**config.mk**
```make
export PLATFORM = sky130hd
export DESIGN_NAME = rst_steer
export DESIGN_NICKNAME = d
export VERILOG_FILES = /design/src/rtl/rst_steer_pkg.sv /design/src/rtl/rst_src_sync.sv /design/src/rtl/rst_dom_hold.sv /design/src/rtl/rst_cause_reg.sv /design/src/rtl/rst_steer.sv
export SDC_FILE = /design/constraint.sdc
export NUM_CORES = 1
export LEC_CHECK = 0
export ABC_AREA = 1
export CORE_UTILIZATION = 30
export DETAILED_ROUTE_END_ITERATION = 8
export DONT_BUFFER_PORTS = 1
export SYNTH_ARGS = -nofsm -noshare
export SYNTH_HDL_FRONTEND = slang
export SYNTH_SLANG_ARGS = --single-unit
```
**constraint.sdc**
```tcl
create_clock -name clk -period 1.25 [get_ports clk]
set_input_delay 0.0625 -clock clk [delete_from_list [all_inputs] [get_ports clk]]
set_output_delay 0.0625 -clock clk [all_outputs]
set_load 0.01 [all_outputs]
```
**src/rtl/rst_steer_pkg.sv**
```systemverilog
package rst_steer_pkg;

   localparam int SRC_N   = 3;
   localparam int SRC_BAT = 0;
   localparam int SRC_SW  = 1;
   localparam int SRC_WD  = 2;

   localparam int DOM_N   = 3;
   localparam int DOM_AON = 0;
   localparam int DOM_PER = 1;
   localparam int DOM_CPU = 2;

   localparam int KEEP_BIT = 6;

   typedef logic [SRC_N-1:0] src_vec_t;
   typedef logic [DOM_N-1:0] dom_vec_t;

   localparam src_vec_t SRC_ACT_HIGH = 3'b100;

endpackage

```
**src/rtl/rst_src_sync.sv**
```systemverilog
module rst_src_sync #(
   parameter int STAGES      = 2,
   parameter bit ACTIVE_HIGH = 1'b0
) (
   input  logic clk,
   input  logic src_i,
   output logic act_o
);

   logic [STAGES-1:0] shf_q;

   generate
      if (STAGES < 2) begin : g_bad_stages
         $error("rst_src_sync: STAGES must be at least 2");
      end

      if (ACTIVE_HIGH) begin : g_hi
         always_ff @(posedge clk or posedge src_i) begin
            if (src_i) shf_q <= '0;
            else       shf_q <= {shf_q[STAGES-2:0], 1'b1};
         end
      end else begin : g_lo
         always_ff @(posedge clk or negedge src_i) begin
            if (!src_i) shf_q <= '0;
            else        shf_q <= {shf_q[STAGES-2:0], 1'b1};
         end
      end
   endgenerate

   assign act_o = ~shf_q[STAGES-1];

endmodule

```
**src/rtl/rst_dom_hold.sv**
```systemverilog
module rst_dom_hold #(
   parameter int HOLD_CYC = 16
) (
   input  logic clk,
   input  logic req_i,
   output logic rst_no
);

   localparam int CW = $clog2(HOLD_CYC + 1) + 1;
   localparam logic [CW-1:0] LAST = CW'(HOLD_CYC - 1);

   logic [CW-1:0] cnt_q;

   generate
      if (HOLD_CYC < 2) begin : g_bad_hold
         $error("rst_dom_hold: HOLD_CYC must be at least 2");
      end
   endgenerate

   always_ff @(posedge clk or posedge req_i) begin
      if (req_i) begin
         cnt_q  <= '0;
         rst_no <= 1'b0;
      end else if (cnt_q != LAST) begin
         cnt_q  <= cnt_q + 1'b1;
      end else begin
         rst_no <= 1'b1;
      end
   end

   // Checker-side run length of quiet cycles with the reset still low.
   logic [CW-1:0] quiet_q;
   always_ff @(posedge clk or posedge req_i) begin
      if (req_i)                              quiet_q <= '0;
      else if (!rst_no && quiet_q != '1)      quiet_q <= quiet_q + 1'b1;
   end

   p_min_hold_r8: assert property (@(posedge clk) disable iff (req_i)
      $rose(rst_no) |-> (quiet_q >= CW'(HOLD_CYC)));

   p_req_holds_low_r8: assert property (@(posedge clk)
      req_i |-> !rst_no);

endmodule

```
**src/rtl/rst_cause_reg.sv**
```systemverilog
module rst_cause_reg
   import rst_steer_pkg::*;
#(
   parameter int REG_W = 8
) (
   input  logic             clk,
   input  logic             rst_ni,
   input  src_vec_t         set_i,
   input  logic             we_i,
   input  logic [REG_W-1:0] wdata_i,
   output src_vec_t         flags_o,
   output logic             keep_o
);

   src_vec_t flags_d;

   generate
      if (REG_W <= KEEP_BIT) begin : g_bad_width
         $error("rst_cause_reg: REG_W too narrow for the retention bit");
      end
   endgenerate

   always_comb begin
      flags_d = flags_o;
      for (int i = 0; i < SRC_N; i++) begin
         if (we_i && !wdata_i[i]) flags_d[i] = 1'b0;
         if (set_i[i])            flags_d[i] = 1'b1;
      end
   end

   always_ff @(posedge clk or negedge rst_ni) begin
      if (!rst_ni) begin
         flags_o          <= '0;
         flags_o[SRC_BAT] <= 1'b1;
         keep_o           <= 1'b0;
      end else begin
         flags_o <= flags_d;
         if (we_i) keep_o <= wdata_i[KEEP_BIT];
      end
   end

   p_sticky_sw_r6: assert property (@(posedge clk) disable iff (!rst_ni)
      (flags_o[SRC_SW] && !we_i) |=> flags_o[SRC_SW]);

   p_set_wins_r9: assert property (@(posedge clk) disable iff (!rst_ni)
      set_i[SRC_SW] |=> flags_o[SRC_SW]);

   p_keep_rw_r7: assert property (@(posedge clk) disable iff (!rst_ni)
      we_i |=> (keep_o == $past(wdata_i[KEEP_BIT])));

endmodule

```
**src/rtl/rst_steer.sv**
```systemverilog
module rst_steer
   import rst_steer_pkg::*;
#(
   parameter int SYNC_STAGES = 2,
   parameter int HOLD_CYC    = 16,
   parameter int REG_W       = 8
) (
   input  logic             clk,
   input  logic             rtc_rst_ni,
   input  logic             sw_rst_ni,
   input  logic             wdog_to_i,
   input  logic             cfg_we_i,
   input  logic [REG_W-1:0] cfg_wdata_i,
   output logic [REG_W-1:0] cfg_rdata_o,
   output logic             aon_rst_no,
   output logic             per_rst_no,
   output logic             cpu_rst_no
);

   src_vec_t src_raw;
   src_vec_t act;
   src_vec_t flags;
   dom_vec_t dom_req;
   dom_vec_t dom_rst_n;
   logic     keep;
   logic     core_rst_n;

   assign src_raw[SRC_BAT] = rtc_rst_ni;
   assign src_raw[SRC_SW]  = sw_rst_ni;
   assign src_raw[SRC_WD]  = wdog_to_i;

   generate
      for (genvar s = 0; s < SRC_N; s++) begin : g_sync
         rst_src_sync #(
            .STAGES      (SYNC_STAGES),
            .ACTIVE_HIGH (SRC_ACT_HIGH[s])
         ) u_sync (
            .clk   (clk),
            .src_i (src_raw[s]),
            .act_o (act[s])
         );
      end
   endgenerate

   assign core_rst_n = ~act[SRC_BAT];

   rst_cause_reg #(.REG_W(REG_W)) u_cause (
      .clk     (clk),
      .rst_ni  (core_rst_n),
      .set_i   (act),
      .we_i    (cfg_we_i),
      .wdata_i (cfg_wdata_i),
      .flags_o (flags),
      .keep_o  (keep)
   );

   // Scope per domain: the battery reset reaches everything, the watchdog
   // spares the always-on domain, the switch also spares peripherals when
   // retention is requested.
   always_comb begin
      dom_req[DOM_AON] = act[SRC_BAT];
      dom_req[DOM_PER] = act[SRC_BAT] | act[SRC_WD] | (act[SRC_SW] & ~keep);
      dom_req[DOM_CPU] = |act;
   end

   generate
      for (genvar d = 0; d < DOM_N; d++) begin : g_dom
         rst_dom_hold #(.HOLD_CYC(HOLD_CYC)) u_hold (
            .clk    (clk),
            .req_i  (dom_req[d]),
            .rst_no (dom_rst_n[d])
         );
      end
   endgenerate

   assign aon_rst_no = dom_rst_n[DOM_AON];
   assign per_rst_no = dom_rst_n[DOM_PER];
   assign cpu_rst_no = dom_rst_n[DOM_CPU];

   always_comb begin
      cfg_rdata_o           = '0;
      cfg_rdata_o[SRC_N-1:0] = flags;
      cfg_rdata_o[KEEP_BIT] = keep;
   end

   p_nest_aon_per_r11: assert property (@(posedge clk) disable iff (!core_rst_n)
      !aon_rst_no |-> !per_rst_no);

   p_nest_per_cpu_r11: assert property (@(posedge clk) disable iff (!core_rst_n)
      !per_rst_no |-> !cpu_rst_no);

   p_wdog_spares_aon_r4: assert property (@(posedge clk) disable iff (!core_rst_n)
      $rose(act[SRC_WD]) |-> aon_rst_no);

   p_keep_spares_per_r3: assert property (@(posedge clk) disable iff (!core_rst_n)
      (act[SRC_SW] && keep && !act[SRC_WD] && per_rst_no) |=> per_rst_no);

endmodule

```
Word-level counts from Yosys, hierarchy flattened
Cells that the tools add are included.

cells by class
  equality and inequality tests = 6
  reductions and logical operators = 7
  $add $sub $neg = 3
  bitwise logic cells = 7
  mux-type cells = 6

operators by type and width
  cell                                                              number
  6-bit by 1-bit adder with 6-bit output (second input constant)    3
  6-bit by 4-bit != test with 1-bit output (second input constant)  3
  1-bit two-way mux                                                 6
  2-bit by 1-bit != test with 1-bit output (second input constant)  3
  1-bit inverter                                                    4
  1-bit logical AND                                                 3
  1-bit zero test                                                   3
  3-bit OR reduction                                                1
  1-bit bitwise OR                                                  2
  1-bit AND                                                         1

storage, ports and cells
  logic and storage cells = 42
  flip-flop bits (word level) = 31
  output and inout bits = 11
  input bits = 13

Depth between registers and ports, before layout
  word-level depth = 4
  gate-level depth with buffers = 6
  depth with buffers taken out = 6

Modules after synthesis
A second synthesis with hierarchy kept.

unflattened totals
  cell total of the unflattened synthesis = 171
  area, all modules = 1463.9 um^2

by module, submodules not included
  module                               cells an instance  area each (um^2)  times used
  rst_dom_hold                         41                 349.1             3
  rst_cause_reg                        22                 170.2             1
  rst_src_sync (g_sync[0].u_sync ...)  4                  57.6              2
  rst_steer                            13                 70.1              1
  rst_src_sync (g_sync[2].u_sync)      5                  61.3              1

Worst setup path before layout
No wires, ideal clock.

  path type = register to register
  from = register g_dom[2].u_hold.cnt_q[0]
  to = register g_dom[2].u_hold.rst_no
  setup time = 124 ps
  clock period less this slack = 1098 ps
  arrival = 974 ps
  setup slack = 152 ps
  cell stages (with the launch flop) = 5
  required time = 1126 ps
  path through = dfrtp_1 > ha_1 > nand3_2 > nor2_4 > or2_1

between the ends
  cells in the longest elaborated chain, start to end = 1

RTL lines
  element                                   line                text
  start, declared                           rst_dom_hold.sv:12  logic [CW-1:0] cnt_q;
  start signal, assigned                    rst_dom_hold.sv:25  cnt_q <= cnt_q + 1'b1;
  6-bit by 4-bit != test with 1-bit output  rst_dom_hold.sv:24  end else if (cnt_q != LAST) begin
  end signal, assigned                      rst_dom_hold.sv:23  rst_no <= 1'b0;
  end signal, assigned                      rst_dom_hold.sv:27  rst_no <= 1'b1;
  end, declared                             rst_dom_hold.sv:6   output logic rst_no

Every way passes these cells.
A chain may end at the register's enable or synchronous reset.

Final worst setup path
  from = register g_dom[2].u_hold.cnt_q[1]
  to = register g_dom[2].u_hold.cnt_q[3]

between the ends
  cells in the longest elaborated chain, start to end = 1

RTL lines
  element                                                                                                    line
  6-bit by 1-bit adder with 6-bit output / 6-bit by 4-bit != test with 1-bit output (equally long branches)  rst_dom_hold.sv:25, rst_dom_hold.sv:24

Several ways; a longest one is shown, not always the timed one.

==> impl_metrics.csv <==
group,metric,value,unit
drt,dr.pass1.iters,4,
drt,met3WireLength,77,um
floorplanning,start_util,31.2,%
sta,hold_viol,0,
synth,syn_area_per_cell,9.11,um2
sta,fin_crit_sh,91.6,%
pwr,ir_worst_vdd,0.447,mV
floorplanning,num_rows,24,
sta,drv_slew,0,
sta,finClkSkew,0.00544,ns
clocking,cts.sinks,31,
grt,grt_usage,11.2,%
floorplanning,coreArea,4350,um2
place,dpl_cell_area,1460,um2
grt,grt_pass1_wl,4.16,mm
cells_and_area,stdcell_area,1650,um2
setup_path,reg2reg_depth,5,
clocking,numCtsBuffers,5,
synth,ys_ff_latch,31,
worst_hold_path,hp-class,"input port to flip-flop",
clocking,clockBufferDepth,2,
cells_and_area,syn_to_final_growth,21.6,%
clocking,insertion_delay,0.28,ns
synth,synth_warnings,0,
pwr,power_density,1150,nW/um2
pwr,p_leak,0.861,nW
clocking,clk_pin_slew,0.06,ns
place,pre_cts_slack,0.0865,ns
clocking,htree_levels,2,
floorplanning,die_w,69.3,um
sta,setup_tns,0,ns
place,dp_hpwl,1.67,mm
drt,first_iter_violations,59,
synth,synth-simple-area-share,24.6,%
setup_path,crit_path_end_kind,"flip-flop",
floorplanning,die-area,4800,um2
synth,synth_mux_area_share,0,%
drt,vias_per_cell,4.28,
cells_and_area,layout-drive-gt1-share,13.2,%
setup_path,startpoint_type,"flip-flop",
cells_and_area,n_fill_cell,428,
synth,seq_area_frac_synth,57.2,%
sta,fmax,0.874,GHz
synth,synth_cell_types,19,
job,cap_violations,0,
cells_and_area,final_common_cell,"nand2_1",
drt,wirelength,2.27,mm
clocking,tritoncts,"done",
cells_and_area,final_cell_mix,"46 x nand2_1, 30 x dfrtp_1, 21 x inv_1",
setup_path,crit_required,1.40,ns
clocking,cts_setup_buffers,0,
sta,setup_viol,0,
floorplanning,io-pin-count,24,
synth,synth_area,1360,um2
drt,final_antenna_net_count,0,
floorplanning,die_height,69.3,um
pwr,total_power,1.90,mW
drt,dr.max_layer_used,"met4",
sta,period_needed,1.14,ns
drt,wl_met1,1.08,mm
place,post-place-cells,208,
drt,num_vias,967,
grt,antenna_found_initial,0,
drt,met2_length,1.09,mm
outcome,status,"complete, no violations",
cells_and_area,final_util,37.9,%
synth,synth_cells,149,
sta,hold_ws,0.0186,ns
grt,grt_max_degree,11,
clocking,root_buffer,"clkbuf_8",
place,routabilityCongestion,0.769,
sta,setup_ws,0.106,ns
setup_path,critical_path_class,"flip-flop to flip-flop",
grt,grt_pass1_vias,988,
cells_and_area,fin_cells,226,
grt,grt_overflow,0,
setup_path,critPathMaxFanout,4,
synth,yosys.area_share.adder,2.76,%
cells_and_area,antenna_cells,0,
place,io_buffer_count,0,
drt,drc,0,
cells_and_area,final_net_count,189,
setup_path,cp.arrival,1.30,ns
synth,synth_top_family_by_area,"simple AND/OR/NAND/NOR gates",
sta,rsz0062_at_grt,"false",
synth,synth_compound_area_share,4.06,%
cells_and_area,ff_latch_area,777,um2
cells_and_area,multi_input_area,482,um2
drt,wl_per_cell,10.0,um
worst_hold_path,holdPathStages,3,
synth,synth_xor_xnor_area_share,1.94,%
[Yosys cell counts]
| master | n | area [um2] |
|---|---|---|
| nand4_1 | 6 | 37.5 |
| a21oi_1 | 4 | 20.0 |
| conb_1 | 2 | 7.51 |
| nand3_2 | 3 | 30.0 |
| dfstp_2 | 1 | 26.3 |
| nand2_1 | 46 | 173 |
| nor2_1 | 4 | 15.0 |
| dfrtp_1 | 30 | 751 |
| nand3_1 | 6 | 30.0 |
| nor2_2 | 2 | 12.5 |
| or2_1 | 3 | 18.8 |
| nand2_2 | 1 | 6.26 |
| ha_1 | 3 | 37.5 |
| buf_4 | 5 | 37.5 |
| o21ai_0 | 7 | 35.0 |
| inv_1 | 21 | 78.8 |
| clkinv_1 | 1 | 3.75 |
| xnor2_1 | 3 | 26.3 |
| nor2_4 | 1 | 11.3 |
[critical path, cell delays in order (launching register included)]
cell and delay [ns]:
dfrtp_1 0.41, ha_1 0.24, nand3_2 0.12, clkinv_1 0.08, nand2_2 0.09, nand3_1 0.08
[layout make-up]
| class | count | area share (%) |
|---|---|---|
| inverters | 22 | 5.00 |
| clock inverters | 1 | 0.303 |
| flip-flops and latches | 31 | 47.1 |
| well taps | 52 | 3.94 |
| clock buffers | 7 | 5.23 |
| multi-input cells | 96 | 29.2 |
| repair buffers | 17 | 9.25 |
[worst paths after layout]
check	from	end	slack, ns
worst min-delay path	cfg_we_i	u_cause.flags_o[1]	0.02
max in group asynchronous	rtc_rst_ni	g_sync[0].u_sync.shf_q[0]	0.57
min in group asynchronous	wdog_to_i	g_sync[2].u_sync.shf_q[0]	0.08
worst max-delay path	g_dom[2].u_hold.cnt_q[1]	g_dom[2].u_hold.cnt_q[3]	0.11
worst max register to register	g_dom[2].u_hold.cnt_q[1]	g_dom[2].u_hold.cnt_q[3]	0.11
worst min register to register	g_sync[0].u_sync.shf_q[1]	u_cause.flags_o[2]	0.09
[power by group]
part | switching, mW | total (mW) | internal (mW)
combinational | 0.0368 | 0.0712 | 0.0344
clock | 0.346 | 0.789 | 0.443
sequential | 0.0166 | 1.04 | 1.02
[cell families (layout without fill, tap and decap cells)]
| group | after synthesis | count (layout) |
|---|---|---|
| xor gates and xnor gates | 3 | 3 |
| buffers and inverters | 27 | 47 |
| and+or+nand+nor | 72 | 72 |
| other | 2 | 7 |
| AOI/OAI and AO/OA | 11 | 11 |
| adders and majority gates | 3 | 3 |
| DFF | 31 | 31 |
[repair_timing]
action                                  4_1_cts  5_1_grt
hold endpoints to repair                     10        2
endpoints found under the setup margin        0        2
hold buffers                                  9        1
resized for setup                             0        1
[state kept, by name, indices dropped and copies added, names as in the netlist]
register	flops
g_sync.u_sync.shf_q	6
u_cause.flags_o	3
u_cause.keep_o	1
g_dom.u_hold.cnt_q	18
g_dom.u_hold.rst_no	3
[layer usage]
metal	track usage [%]	vias to the layer above
li1	-	496
met1	14.2	450
met2	16.4	19
met3	5.23	2
met4	4.76	0
met5	0	-
(Power assumes the default switching activity.)
